$ cat config.mk
export PLATFORM = sky130hd
export DESIGN_NAME = burst_addr_seq
export DESIGN_NICKNAME = d
export VERILOG_FILES = /design/src/rtl/bsq_pkg.sv /design/src/rtl/bsq_beat_ctr.sv /design/src/rtl/bsq_base_reg.sv /design/src/rtl/bsq_low_map.sv /design/src/rtl/burst_addr_seq.sv
export SDC_FILE = /design/constraint.sdc
export NUM_CORES = 1
export LEC_CHECK = 0
export BUFFER_PORTS_ARGS = -buffer_cell sky130_fd_sc_hd__buf_2
export CAP_MARGIN = 20
export CORE_MARGIN = 2
export CORE_UTILIZATION = 40
export CTS_CLUSTER_SIZE = 8
export DETAILED_ROUTE_END_ITERATION = 8
export PLACE_DENSITY = 0.73
export SLEW_MARGIN = 20
export SYNTH_ARGS = -nofsm -noshare
export SYNTH_HDL_FRONTEND = slang
export SYNTH_SLANG_ARGS = --single-unit
export TNS_END_PERCENT = 30
$ cat constraint.sdc
create_clock -name clk -period 0.9 [get_ports clk]
set_input_delay 0.09 -clock clk [delete_from_list [all_inputs] [get_ports clk]]
set_output_delay 0.09 -clock clk [all_outputs]
set_load 0.02 [all_outputs]
$ cat src/rtl/bsq_pkg.sv
package bsq_pkg;
    localparam int BEAT_W = 2;
    localparam int BEATS  = 1 << BEAT_W;

    typedef logic [BEAT_W-1:0] beat_t;

    typedef enum logic {
        ORD_LINEAR     = 1'b0,
        ORD_INTERLEAVE = 1'b1
    } order_e;

    typedef struct packed {
        beat_t  start;
        order_e mode;
    } burst_cfg_t;

    function automatic beat_t low_bits(beat_t start, beat_t beat, order_e mode);
        beat_t r;
        if (mode == ORD_INTERLEAVE) r = start ^ beat;
        else                        r = start + beat;
        return r;
    endfunction
endpackage

$ cat src/rtl/bsq_beat_ctr.sv
module bsq_beat_ctr
    import bsq_pkg::*;
(
    input  logic  clk,
    input  logic  rst,
    input  logic  do_load,
    input  logic  do_step,
    output beat_t beat_o
);
    beat_t beat_q;

    always_ff @(posedge clk) begin
        if (rst)          beat_q <= '0;
        else if (do_load) beat_q <= '0;
        else if (do_step) beat_q <= beat_q + 1'b1;
    end

    assign beat_o = beat_q;

    // the count restarts at zero on every load
    p_beat_restart_r6: assert property (@(posedge clk) disable iff (rst)
        do_load |=> beat_o == '0);
endmodule

$ cat src/rtl/bsq_base_reg.sv
module bsq_base_reg
    import bsq_pkg::*;
#(
    parameter int ADDR_W = 18,
    localparam int UP_W = ADDR_W - BEAT_W
) (
    input  logic              clk,
    input  logic              rst,
    input  logic              do_load,
    input  logic [ADDR_W-1:0] addr_in,
    input  logic              order_in,
    output logic [UP_W-1:0]   upper_o,
    output burst_cfg_t        cfg_o
);
    logic [UP_W-1:0] upper_q;
    burst_cfg_t      cfg_q;

    always_ff @(posedge clk) begin
        if (rst) begin
            upper_q <= '0;
            cfg_q   <= '{start: '0, mode: ORD_LINEAR};
        end else if (do_load) begin
            upper_q <= addr_in[ADDR_W-1:BEAT_W];
            cfg_q   <= '{start: addr_in[BEAT_W-1:0], mode: order_e'(order_in)};
        end
    end

    assign upper_o = upper_q;
    assign cfg_o   = cfg_q;

    // without a load the captured fields hold
    p_cfg_hold_r5: assert property (@(posedge clk) disable iff (rst)
        !do_load |=> $stable(cfg_o) && $stable(upper_o));
endmodule

$ cat src/rtl/bsq_low_map.sv
module bsq_low_map
    import bsq_pkg::*;
(
    input  burst_cfg_t cfg,
    input  beat_t      beat,
    output beat_t      low_o
);
    assign low_o = low_bits(cfg.start, beat, cfg.mode);
endmodule

$ cat src/rtl/burst_addr_seq.sv
module burst_addr_seq
    import bsq_pkg::*;
#(
    parameter int ADDR_W = 18
) (
    input  logic              clk,
    input  logic              rst,
    input  logic              suspend,
    input  logic              step,
    input  logic              order_sel,
    input  logic [ADDR_W-1:0] addr_in,
    output logic [ADDR_W-1:0] addr_out
);
    localparam int UP_W = ADDR_W - BEAT_W;

    logic            do_load;
    logic            do_step;
    beat_t           beat;
    beat_t           low;
    burst_cfg_t      cfg;
    logic [UP_W-1:0] upper;

    assign do_load = !suspend && !step;
    assign do_step = !suspend &&  step;

    bsq_beat_ctr u_beat (
        .clk     (clk),
        .rst     (rst),
        .do_load (do_load),
        .do_step (do_step),
        .beat_o  (beat)
    );

    bsq_base_reg #(.ADDR_W(ADDR_W)) u_base (
        .clk      (clk),
        .rst      (rst),
        .do_load  (do_load),
        .addr_in  (addr_in),
        .order_in (order_sel),
        .upper_o  (upper),
        .cfg_o    (cfg)
    );

    bsq_low_map u_map (
        .cfg   (cfg),
        .beat  (beat),
        .low_o (low)
    );

    assign addr_out = {upper, low};


    p_load_r2: assert property (@(posedge clk) disable iff (rst)
        !suspend && !step |=> addr_out == $past(addr_in));


    p_freeze_r8: assert property (@(posedge clk) disable iff (rst)
        suspend |=> $stable(addr_out));


    p_upper_r7: assert property (@(posedge clk) disable iff (rst)
        !suspend && step |=> $stable(addr_out[ADDR_W-1:BEAT_W]));


    p_linear_r3: assert property (@(posedge clk) disable iff (rst)
        !suspend && step && cfg.mode == ORD_LINEAR
        |=> addr_out[BEAT_W-1:0] == beat_t'($past(addr_out[BEAT_W-1:0]) + 1'b1));

    // an interleaved step flips at least one low bit
    p_ilv_r4: assert property (@(posedge clk) disable iff (rst)
        !suspend && step && cfg.mode == ORD_INTERLEAVE
        |=> $countones(addr_out[BEAT_W-1:0] ^ $past(addr_out[BEAT_W-1:0])) != 0);
endmodule

# Word level (Yosys, flattened, before mapping)

Index checks and enable logic that the tools add are counted.

Add/subtract/negate cells: 2
Mux-type cells: 1
Bitwise logic cells: 1
Reduce and logical (&&, ||, !) cells: 5

Operators with widths:

| cell                                         | count |
|---|---|
| adder 2 x 1 -> 2 bit (second input constant) | 1 |
| adder 2 bit                                  | 1 |
| logical AND 1 bit                            | 2 |
| logical NOT 1 bit                            | 2 |
| 2-to-1 mux 2 bit                             | 1 |
| OR reduction 2 bit                           | 1 |
| bitwise XOR 2 bit                            | 1 |

Bits in registers: 21
Input bits: 23
Output and inout bits: 18
Word-level logic and storage cells: 13

# Depth between registers and ports, before layout

Depth after elaboration: 3
Depth in mapped cells: 5
Mapped depth without buffers: 3

# Cells and area by module

Synthesis repeated with hierarchy kept, for this count alone.

Cell total of the unflattened synthesis: 75
Area total of the unflattened synthesis: 817.0 µm²

Modules (own cells, without submodules):

| module         | times used | cells each | area each (µm²) | sequential area each (µm²) |
|---|---|---|---|---|
| bsq_base_reg   | 1          | 61         | 683.2           | 380.4 |
| bsq_beat_ctr   | 1          | 8          | 85.1            | 40.0 |
| bsq_low_map    | 1          | 4          | 36.3            | 0.0 |
| burst_addr_seq | 1          | 2          | 12.5            | 0.0 |

# Worst setup path after synthesis

Ideal clock, no wire load.

Path kind: register -> output
From: reg u_beat.beat_q[0] (netlist: u_beat.beat_o[0])
To: out addr_out[1]
Arrival: 1.009 ns
Data required time: 0.810 ns
Setup slack: -0.199 ns
Stages on the path, launching flop included: 4
Path buffers: 0
Path through: dfxtp_1 ha_1 nor2b_1 xnor2_1

Cells in the longest elaborated chain, start to end: 2

Ends and longest elaborated chain:

| element                  | RTL line             | RTL |
|---|---|---|
| start: declaration       | bsq_beat_ctr.sv:10   | `beat_t beat_q;` |
| start signal: assignment | bsq_beat_ctr.sv:15   | `else if (do_step) beat_q <= beat_q + 1'b1;` |
| adder 2 bit              | bsq_pkg.sv:20        | `else r = start + beat;` |
| 2-to-1 mux 2 bit         | bsq_pkg.sv:19        | `if (mode == ORD_INTERLEAVE) r = start ^ beat;` |
| end: declaration         | burst_addr_seq.sv:12 | `output logic [ADDR_W-1:0] addr_out` |

No other way between the ends.

# Final worst setup path

From: reg u_beat.beat_q[1] (netlist: u_beat.beat_o[1])
To: out addr_out[1]

Cells in the longest elaborated chain, start to end: 2
Elaborated cells on any way between the ends: 3
Those cells by class: add/sub: 1; mux: 1; bitwise: 1

Ends and longest elaborated chain:

| element                                          | RTL line |
|---|---|
| adder 2 bit or bitwise XOR 2 bit (tied branches) | bsq_pkg.sv:20, bsq_pkg.sv:19 |
| 2-to-1 mux 2 bit *                               | bsq_pkg.sv:19 |

Mark *: on every way between the ends. The rest lies on a longest branch, timed or not.

==> results.cfg <==
[synthesis]
yosysMostFrequentCell = nand2_1
yosysWarnings = 0
seq_area_frac_synth = 0.4870
synth_top_area_share = 0.4870
syn_nets = 120
synth_edf_count = 0
synthTopCellsByArea = dfxtp_1 49%, nand2_1 12%, a21oi_2 10%, nand2_2 7.2%, a21oi_1 6.4%
yosysTopAreaCell = dfxtp_1
avgSynthCellArea_um2 = 8.993
synthTopCellsByCount = 28 x nand2_1, 21 x dfxtp_1, 11 x a21oi_1, 10 x a21oi_2, 10 x nand2_2
synth_seq_cells = 21
synth_cell_type_count = 18
synth_ff_type = dfxtp_1
postSynth.asyncResetShare = 0
syn_area_um2 = 863.3
syn_inst = 96

[timing]
period_share = 1.462
max_freq_mhz = 760.1
rsz0062_at_grt = yes
worst_pin_slew_ns = 0.2700
max_slew_margin = 0.8191
fin_ws_ns = -0.4156
fin_crit_ns = 1.316
final-hold-violation-count = 0
slew_viol_final = 0
finalClockSkew_ns = 0.006551
setup_viol = 3

[final_layout]
seq_area_um2 = 442.9
layout-drive-gt1-share = 0.6732
final_cells = 180
n_antenna_cell = 0
syn2layout_area_growth_pct = 68.99
fin_area_um2 = 1459
nets = 178
multi_input_area_um2 = 449.2
nFillCells = 156

[critical_path]
timing.rr.start = u_base.cfg_o[1]
startpoint = u_beat.beat_o[1]
r2r_setup_slack_ns = 0
crit_arrival_ns = 1.23
endpoint_kind = primary output
required_ns = 0.81
cpPeakStageDelay_ns = 0.36
crit_type = register to primary output
cp_max_fo = 2
reg2reg_to = u_base.cfg_o[1]
cp_cell_sequence = xnor2_2, xnor2_4, buf_6
critPathLaunchType = register
r2r_cells = 5
crit_path_top_delay_cell = dfxtp_1

[detailed_routing]
first_pass_iters = 4
initialDrtViolationCount = 6
viasPerCell = 4.644
maxUsedRoutingLayer = met4
wl_met2_um = 1185
met1Wirelength_um = 913
vias = 836
finalWirelength_um = 2227
wl_per_cell_um = 12.37
drc = 0
ant_nets = 0
routed-wl-met3_um = 111

[worst_hold_path]
holdCritPathClass = primary input to register
holdCritStartpoint = addr_in[16]
min_path_cells = 3
hold_end = u_base.upper_o[14]

[placed_design]
hpwl_um = 1452
io_buffers = 40
place_area_um2 = 1230
place_congestion = 0.7599
dp.cells = 170

[global_route]
grt_pass1_vias = 789
grt-ovfl-total = 0
grt_pass1_wl_um = 3325
grt_usage = 0.1703
grt_max_degree = 22
antenna_found_initial = 0

[floorplanning]
die_w_um = 50.46
coreArea_um2 = 2002
num_rows = 16
initial_core_util = 0.4312
io_pins = 41
dieArea_um2 = 2546
chipHeight_um = 50.46

[pwr]
p_leak_nw = 0.6134
power_density_nw_per_um2 = 1302
ir_worst_vdd_mv = 0.9325

[clock_tree]
numCtsBuffers = 3
cts_tree = built
htree_levels = 1
cts.sinks = 21
ctsRootBufferMaster = clkbuf_4
cts_buffer_depth = 2
clk_latency_ns = 0.31
clkTransAtPathRegs_ns = 0.12

[status]
status = complete, but fails checks
violations = setup timing

[job]
maxCapViolations = 0
==> per-stage QoR <==
step                worst slack, ns  power (mW)    util  setup TNS (ns)  hold WS, ns
CTS                         -0.4183       1.866  0.6706         -0.6308     0.002437
floorplan                  -0.01240       1.212       -        -0.01240       0.1591
global placement            -0.1348       1.364  0.6144         -0.1373       0.3313
detailed placement          -0.1459       1.372  0.6144         -0.2341       0.3380
global route                -0.4839       2.016  0.7288          -1.094     -0.01307
finish                      -0.4156       1.900  0.7288         -0.6221     0.002703
==> per-layer routing <==
layer	global-route usage	up-vias
met5	0	-
met4	0.04054	0
met1	0.1944	390
met3	0.03571	2
met2	0.3202	21
li1	-	423
==> flip-flops by register name, indices dropped and copies added, names as in the netlist <==
signal / flops
u_beat.beat_o: 2
u_base.cfg_o: 3
u_base.upper_o: 16
==> cell families after synthesis <==
kind of cell,Yosys count,synth area share
and+or+nand+nor,45,0.2551
AOI/OAI and AO/OA,22,0.1710
DFF,21,0.4870
buffers and inverters,5,0.05217
xor gates and xnor gates,2,0.02029
adders and majority gates,1,0.01449
==> cells in the final DEF (no fill, tap or decap), drive strengths merged <==
cell / n
a21oi: 21
buf: 55
clkbuf: 3
clkinv: 1
dfxtp: 21
dlygate4sd3: 3
ha: 1
nand2: 38
nand4bb: 1
nor2: 2
nor2b: 2
nor3b: 1
o21ai: 1
or2: 1
xnor2: 2
==> worst max-delay path: cells and delay by family, from the launching register on <==
family / cells / cell delay, ns
xor+xnor: 2 / 0.43
flops: 1 / 0.36
buf+inv: 1 / 0.13
==> report_power, final <==
group | switching [mW] | internal (mW) | leakage [nW] | total [mW]
logic | 0.197 | 0.233 | 0.416 | 0.430
registers | 0.0353 | 0.979 | 0.179 | 1.01
clock network | 0.289 | 0.166 | 0.0177 | 0.455
total | 0.522 | 1.38 | 0.613 | 1.90
==> area by class of cell <==
type / count / share of cell area
tap: 27 / 0.02316
timing repair buffer: 58 / 0.3465
clock inverter: 1 / 0.003431
sequential: 21 / 0.3036
clock buffer: 3 / 0.01544
multi-input combinational: 70 / 0.3079
==> worst max path at each step <==
stage | to | slack, ns
global placement | addr_out[1] | -0.13
detailed placement | addr_out[1] | -0.15
finish | addr_out[1] | -0.42
global route | addr_out[1] | -0.48
floorplan | addr_out[1] | -0.01
CTS | addr_out[1] | -0.42
==> what timing repair did <==
item | in CTS | in global routing
pin swaps | 1 | 2
resized for setup | 33 | 23
setup buffers | 1 | 2
hold buffers | 0 | 3
endpoints found under the hold margin | 0 | 3
setup endpoints to repair | 18 | 20
Note: power is estimated with default switching activity, not from simulation.
